--- config.mk ---
export PLATFORM = sky130hd
export DESIGN_NAME = frac_fb_divider
export DESIGN_NICKNAME = d
export VERILOG_FILES = /design/src/rtl/frac_div_pkg.sv /design/src/rtl/frac_div_lfsr.sv /design/src/rtl/frac_div_ctrl.sv /design/src/rtl/frac_div_dp.sv /design/src/rtl/frac_fb_divider.sv
export SDC_FILE = /design/constraint.sdc
export NUM_CORES = 1
export LEC_CHECK = 0
export BUFFER_PORTS_ARGS = -buffer_cell sky130_fd_sc_hd__buf_2
export CORE_ASPECT_RATIO = 2
export CORE_MARGIN = 4
export CORE_UTILIZATION = 55
export CTS_CLUSTER_DIAMETER = 40
export DETAILED_ROUTE_END_ITERATION = 16
export GPL_ROUTABILITY_DRIVEN = 0
export GPL_TIMING_DRIVEN = 0
export PLACE_DENSITY = 0.73
export SLEW_MARGIN = 10
export SYNTH_ARGS = -nofsm -noshare
export SYNTH_HDL_FRONTEND = slang
export SYNTH_SLANG_ARGS = --single-unit
--- constraint.sdc ---
create_clock -name clk -period 26.4 [get_ports clk]
set_input_delay 5.28 -clock clk [delete_from_list [all_inputs] [get_ports clk]]
set_output_delay 5.28 -clock clk [all_outputs]
set_load 0.01 [all_outputs]
--- src/rtl/frac_div_pkg.sv ---
package frac_div_pkg;

  localparam int unsigned LFSR_W    = 23;
  localparam int unsigned LFSR_TAP  = 18;
  localparam logic [LFSR_W-1:0] LFSR_SEED = 23'h3A5C91;

  typedef struct packed {
    logic reload;
    logic stepUp;
  } divStrobe_t;

endpackage

--- src/rtl/frac_div_lfsr.sv ---
module frac_div_lfsr #(
  parameter int unsigned W    = frac_div_pkg::LFSR_W,
  parameter int unsigned TAP  = frac_div_pkg::LFSR_TAP,
  parameter logic [W-1:0] SEED = frac_div_pkg::LFSR_SEED
) (
  input  logic clk,
  input  logic rstN,
  input  logic advance,
  output logic ditherBit
);

  logic [W-1:0] state;
  logic         feedback;

  assign feedback  = state[W-1] ^ state[TAP-1];
  assign ditherBit = state[W-1];

  always_ff @(posedge clk or negedge rstN) begin
    if (!rstN) begin
      state <= SEED;
    end else if (advance) begin
      state <= {state[W-2:0], feedback};
    end
  end


  lfsr_live_chk: assert property (@(posedge clk) disable iff (!rstN)
    state != '0);

endmodule

--- src/rtl/frac_div_ctrl.sv ---
module frac_div_ctrl
  import frac_div_pkg::*;
#(
  parameter int unsigned NW    = 8,
  parameter int unsigned FW    = 20,
  parameter int unsigned DEF_N = 4
) (
  input  logic          clk,
  input  logic          rstN,
  input  logic          cfgLoad,
  input  logic [NW-1:0] intDiv,
  input  logic [FW-1:0] fracNum,
  input  logic [FW-1:0] fracMod,
  input  logic          lastCycle,
  output divStrobe_t    strobe,
  output logic [NW-1:0] baseDiv,
  output logic          cfgError
);

  localparam int unsigned SW = FW + 2;
  localparam logic [NW-1:0] RST_N = NW'(DEF_N);

  logic [NW-1:0] actN, pendN, useN;
  logic [FW-1:0] actF, pendF, useF;
  logic [FW-1:0] actM, pendM, useM;
  logic          pendValid;
  logic [FW-1:0] acc, accIn;
  logic          dPrev;
  logic          ditherBit;
  logic          ditherOn;
  logic          loadBad;
  logic [SW-1:0] sumPre, sumW, accNextW;
  logic          carry;

  assign loadBad = (fracMod == '0) || (fracNum >= fracMod) || (intDiv < NW'(2));

  assign useN  = pendValid ? pendN : actN;
  assign useF  = pendValid ? pendF : actF;
  assign useM  = pendValid ? pendM : actM;
  assign accIn = pendValid ? '0 : acc;

  assign ditherOn = (useF != '0);

  always_comb begin
    sumPre = {2'b00, accIn} + {2'b00, useF} + SW'(ditherOn & ditherBit);
    sumW   = sumPre - SW'(ditherOn & dPrev);
    carry  = (sumW >= {2'b00, useM});
    accNextW = carry ? (sumW - {2'b00, useM}) : sumW;
  end

  frac_div_lfsr u_lfsr (
    .clk       (clk),
    .rstN      (rstN),
    .advance   (lastCycle & ditherOn),
    .ditherBit (ditherBit)
  );

  always_ff @(posedge clk or negedge rstN) begin
    if (!rstN) begin
      actN      <= RST_N;
      actF      <= '0;
      actM      <= FW'(1);
      pendN     <= RST_N;
      pendF     <= '0;
      pendM     <= FW'(1);
      pendValid <= 1'b0;
      acc       <= '0;
      dPrev     <= 1'b0;
      cfgError  <= 1'b0;
    end else begin
      if (lastCycle) begin
        acc <= accNextW[FW-1:0];
        if (ditherOn) dPrev <= ditherBit;
        if (pendValid) begin
          actN      <= pendN;
          actF      <= pendF;
          actM      <= pendM;
          pendValid <= 1'b0;
        end
      end
      if (cfgLoad) begin
        cfgError <= loadBad;
        if (!loadBad) begin
          pendN     <= intDiv;
          pendF     <= fracNum;
          pendM     <= fracMod;
          pendValid <= 1'b1;
        end
      end
    end
  end

  assign strobe.reload = lastCycle;
  assign strobe.stepUp = carry;
  assign baseDiv       = useN;


  acc_bound_chk: assert property (@(posedge clk) disable iff (!rstN)
    acc < actM);


  int_only_chk: assert property (@(posedge clk) disable iff (!rstN)
    (lastCycle && useF == '0) |-> !strobe.stepUp);


  legal_active_chk: assert property (@(posedge clk) disable iff (!rstN)
    (actM != '0) && (actF < actM) && (actN >= NW'(2)));

endmodule

--- src/rtl/frac_div_dp.sv ---
module frac_div_dp
  import frac_div_pkg::*;
#(
  parameter int unsigned NW    = 8,
  parameter int unsigned DEF_N = 4
) (
  input  logic          clk,
  input  logic          rstN,
  input  divStrobe_t    strobe,
  input  logic [NW-1:0] baseDiv,
  output logic          lastCycle,
  output logic [NW:0]   divValue
);

  localparam logic [NW:0] RST_DIV = (NW+1)'(DEF_N);

  logic [NW:0] cnt;
  logic [NW:0] loadVal;

  assign loadVal   = {1'b0, baseDiv} + (NW+1)'(strobe.stepUp);
  assign lastCycle = (cnt == (NW+1)'(1));

  always_ff @(posedge clk or negedge rstN) begin
    if (!rstN) begin
      cnt      <= RST_DIV;
      divValue <= RST_DIV;
    end else if (strobe.reload) begin
      cnt      <= loadVal;
      divValue <= loadVal;
    end else begin
      cnt      <= cnt - (NW+1)'(1);
    end
  end


  pulse_single_chk: assert property (@(posedge clk) disable iff (!rstN)
    lastCycle |=> !lastCycle);


  cnt_nonzero_chk: assert property (@(posedge clk) disable iff (!rstN)
    cnt != '0);


  div_hold_chk: assert property (@(posedge clk) disable iff (!rstN)
    !lastCycle |=> $stable(divValue));


  div_min_chk: assert property (@(posedge clk) disable iff (!rstN)
    divValue >= (NW+1)'(2));

endmodule

--- src/rtl/frac_fb_divider.sv ---
module frac_fb_divider
  import frac_div_pkg::*;
#(
  parameter int unsigned NW    = 8,
  parameter int unsigned FW    = 20,
  parameter int unsigned DEF_N = 4
) (
  input  logic          clk,
  input  logic          rstN,
  input  logic          cfgLoad,
  input  logic [NW-1:0] intDiv,
  input  logic [FW-1:0] fracNum,
  input  logic [FW-1:0] fracMod,
  output logic          divPulse,
  output logic [NW:0]   divValue,
  output logic          cfgError
);

  divStrobe_t    strobe;
  logic [NW-1:0] baseDiv;
  logic          lastCycle;

  frac_div_ctrl #(.NW(NW), .FW(FW), .DEF_N(DEF_N)) u_ctrl (
    .clk       (clk),
    .rstN      (rstN),
    .cfgLoad   (cfgLoad),
    .intDiv    (intDiv),
    .fracNum   (fracNum),
    .fracMod   (fracMod),
    .lastCycle (lastCycle),
    .strobe    (strobe),
    .baseDiv   (baseDiv),
    .cfgError  (cfgError)
  );

  frac_div_dp #(.NW(NW), .DEF_N(DEF_N)) u_dp (
    .clk       (clk),
    .rstN      (rstN),
    .strobe    (strobe),
    .baseDiv   (baseDiv),
    .lastCycle (lastCycle),
    .divValue  (divValue)
  );

  assign divPulse = lastCycle;


  div_range_chk: assert property (@(posedge clk) disable iff (!rstN)
    strobe.reload |=> (divValue == {1'b0, $past(baseDiv)}) ||
                      (divValue == {1'b0, $past(baseDiv)} + (NW+1)'(1)));

endmodule

==> impl_metrics.tcl <==
set metrics [dict create \
    initial_core_util_pct 55.9 \
    cts_buffers 17 \
    num_vias 8425 \
    timing.fmax_mhz 93.5 \
    setup_viol 0 \
    die_w_um 106 \
    reg2regPathDepth 38 \
    p_total_mw 0.999 \
    synthCells 1087 \
    nets 1306 \
    postPlaceCellArea_um2 11200 \
    root_buffer "clkbuf_16" \
    rows 71 \
    max_cap_violations 0 \
    first_iter_violations 417 \
    worst_slew_pin_slew_ns 0.832 \
    drc 0 \
    grt_overflow_total 0 \
    post_cts_buffers 0 \
    critPathMostFrequentCell "ha_1" \
    hold_end "u_dp.divValue[2]" \
    crit_path_max_incr_delay_ns 0.64 \
    yosysUniqueCellTypes 62 \
    worstHoldPathType "flop to flop" \
    critical_path_class "flop to flop" \
    synth_area_per_cell_um2 9.69 \
    drive_gt1_share_pct 18.5 \
    end_kind "flop" \
    postRouteWirelength_mm 28.3 \
    worst_r2r_startpoint "u_ctrl.pendValid" \
    antennaDiodeCount 0 \
    cts_sinks 160 \
    arrival_ns 10.98 \
    period_needed_ns 10.69 \
    grt_max_degree 104 \
    ir_drop_uv 47.3 \
    ys_seq_area_share_pct 38.2 \
    syn_to_final_growth_pct 12.1 \
    port_buffers 61 \
    cts_resized 0 \
    antenna_found_initial 0 \
    slew_headroom_pct 44.5 \
    htree_levels 4 \
    dp_hpwl_mm 22.2 \
    final-hold-violation-count 0 \
    timing.rr.end "u_dp.cnt[4]" \
    cts_tree "built" \
    postCtsHoldBufs 0 \
    grt_usage_pct 27.4 \
    drtPass1Iterations 5 \
    finClkSkew_ns 0.00910 \
    min_path_cells 2 \
    layout_common_cells "143 x dfrtp_1, 128 x nand2_1, 89 x mux2_2" \
    timing.setup.tns_ns 0 \
    die_area_um2 21600 \
    viasPerCell 5.87 \
    ant_nets 0 \
    grt_pass1_vias 8838 \
    crit_required_ns 26.69 \
    syn_nets 1225 \
    coreArea_um2 18800 \
    syn-cell-area_um2 10500 \
    insertion_delay_ns 0.43 \
    worstPathMaxFanout 10 \
    crit_slowest_cell "buf_1" \
    post_drt_wl_per_cell_um 19.7 \
    clock_path_buffers 2 \
    placed_cells 1404 \
    holdWs_ns 0.465 \
    synthFlopType "dfrtp_1" \
    slew_violations 0 \
    leakage_nw 5.93 \
    synth-edff-count 0 \
    final-instance-count-excl-fill 1436 \
    outcome "finished clean" \
    final_area_um2 11800 \
    final_common_cell "dfrtp_1" \
    synth-seq-cells 160 \
    yosys_warnings 0 \
    async_flop_share_pct 100 \
    power.density_nw_per_um2 84.7 \
    fp.dieH_um 204 \
    hp-start "u_dp.divValue[2]" \
    rsz0062_at_grt "no" \
    io_pins 62 \
    reg2reg_slack_ns 15.71 \
    cp-start-kind "flop" \
    grt_pass1_wl_mm 45.4 \
    path_clk_slew_ns 0.07 \
    period_share_pct 40.5 \
]
[Yosys cell counts, types with 8 or more instances]
library cell  instances  area (um^2)
nand3_1              16         80.1
mux2i_1              53          531
clkbuf_1             32          120
o21a_1               13         97.6
nand4_1               8         50.1
xor2_1               20          175
a21oi_1              51          255
a21o_1               26          195
ha_1                 84         1050
nor2b_1              30          188
o21bai_1              9         67.6
mux2_2               89         1000
xnor2_1              39          342
nor2_1               34          128
nand2_1             128          480
dfstp_2              17          447
o211ai_1              9         67.6
nor4_1               15         93.8
or2_2                 9         56.3
o21ai_0              73          365
o21ai_1              18         90.1
inv_1                70          263
dfrtp_1             143         3580
[critical path: cells and delay by family (launching register included)]
kind                       cells  cell delay [ns]
AOI/OAI and AO/OA             16             3.71
buffers and inverters          8             2.81
xor gates and xnor gates       2             0.50
adders and majority gates      5             1.30
DFF                            1             0.32
and+or+nand+nor                7             1.89
[power by group]
group          leakage, nW  switching (mW)  internal [mW]
sequential            2.03          0.0143          0.261
clock                0.299           0.110          0.145
combinational         3.59           0.266          0.203
total                 5.93           0.391          0.609
[worst max-delay path by stage]
| stage | start | end | cells past startpoint |
|---|---|---|---|
| 2_1_floorplan | u_ctrl.pendValid | u_dp.cnt[4] | 38 |
| 3_3_place_gp | u_ctrl.pendValid | u_dp.cnt[4] | 38 |
| 3_5_place_dp | u_ctrl.pendValid | u_dp.cnt[4] | 38 |
| 4_1_cts | u_ctrl.pendValid | u_dp.cnt[4] | 38 |
| 5_1_grt | u_ctrl.pendValid | u_dp.cnt[4] | 38 |
| 6_report | u_ctrl.pendValid | u_dp.cnt[4] | 38 |
[through the flow]
| step | util (%) | setup slack (ns) |
|---|---|---|
| CTS | 62.7 | 15.70 |
| global route | 62.7 | 14.98 |
| finish | 62.7 | 15.71 |
| floorplan | - | 17.96 |
| detailed placement | 59.4 | 15.78 |
| global placement | 59.2 | 15.81 |
[sequential cells by signal (all words and copies together), names as in the netlist]
signal / cells
u_ctrl.u_lfsr.state: 23
u_ctrl.acc: 20
u_ctrl.actF: 20
u_ctrl.actM: 20
u_ctrl.pendF: 20
u_ctrl.pendM: 20
u_dp.cnt: 9
u_dp.divValue: 9
u_ctrl.actN: 8
u_ctrl.pendN: 8
u_ctrl.cfgError: 1
u_ctrl.dPrev: 1
u_ctrl.pendValid: 1
[layout make-up]
type | count | area, um^2
multi-input cells | 817 | 6080
well taps | 255 | 319
fillers | 1591 | 7030
repair buffers | 62 | 343
plain buffers | 38 | 159
flip-flops and latches | 160 | 4030
clock buffers | 18 | 439
inverters | 72 | 270
clock inverters | 14 | 173
[per-layer routing]
layer / routed length, um / GRT usage [%] / share of wire, %
met2: 15700 / 52.7 / 56
met3: 836 / 3.64 / 3.0
met5: 0 / 0 / 0
met1: 9520 / 26.4 / 34
met4: 2170 / 18.6 / 7.7
[cells by family (layout without fill, tap and decap cells)]
group | count (synthesis) | count (layout) | synth area share (%)
multiplexers | 142 | 142 | 14.6
XOR/XNOR | 59 | 59 | 4.91
flip-flops | 160 | 160 | 38.2
buffers and inverters | 110 | 204 | 4.07
AO/OA/AOI/OAI | 248 | 248 | 14.9
AND/OR/NAND/NOR | 281 | 281 | 12.8
adder cells (fa/ha/maj) | 87 | 87 | 10.5
Power figures use the tool's default switching activity.
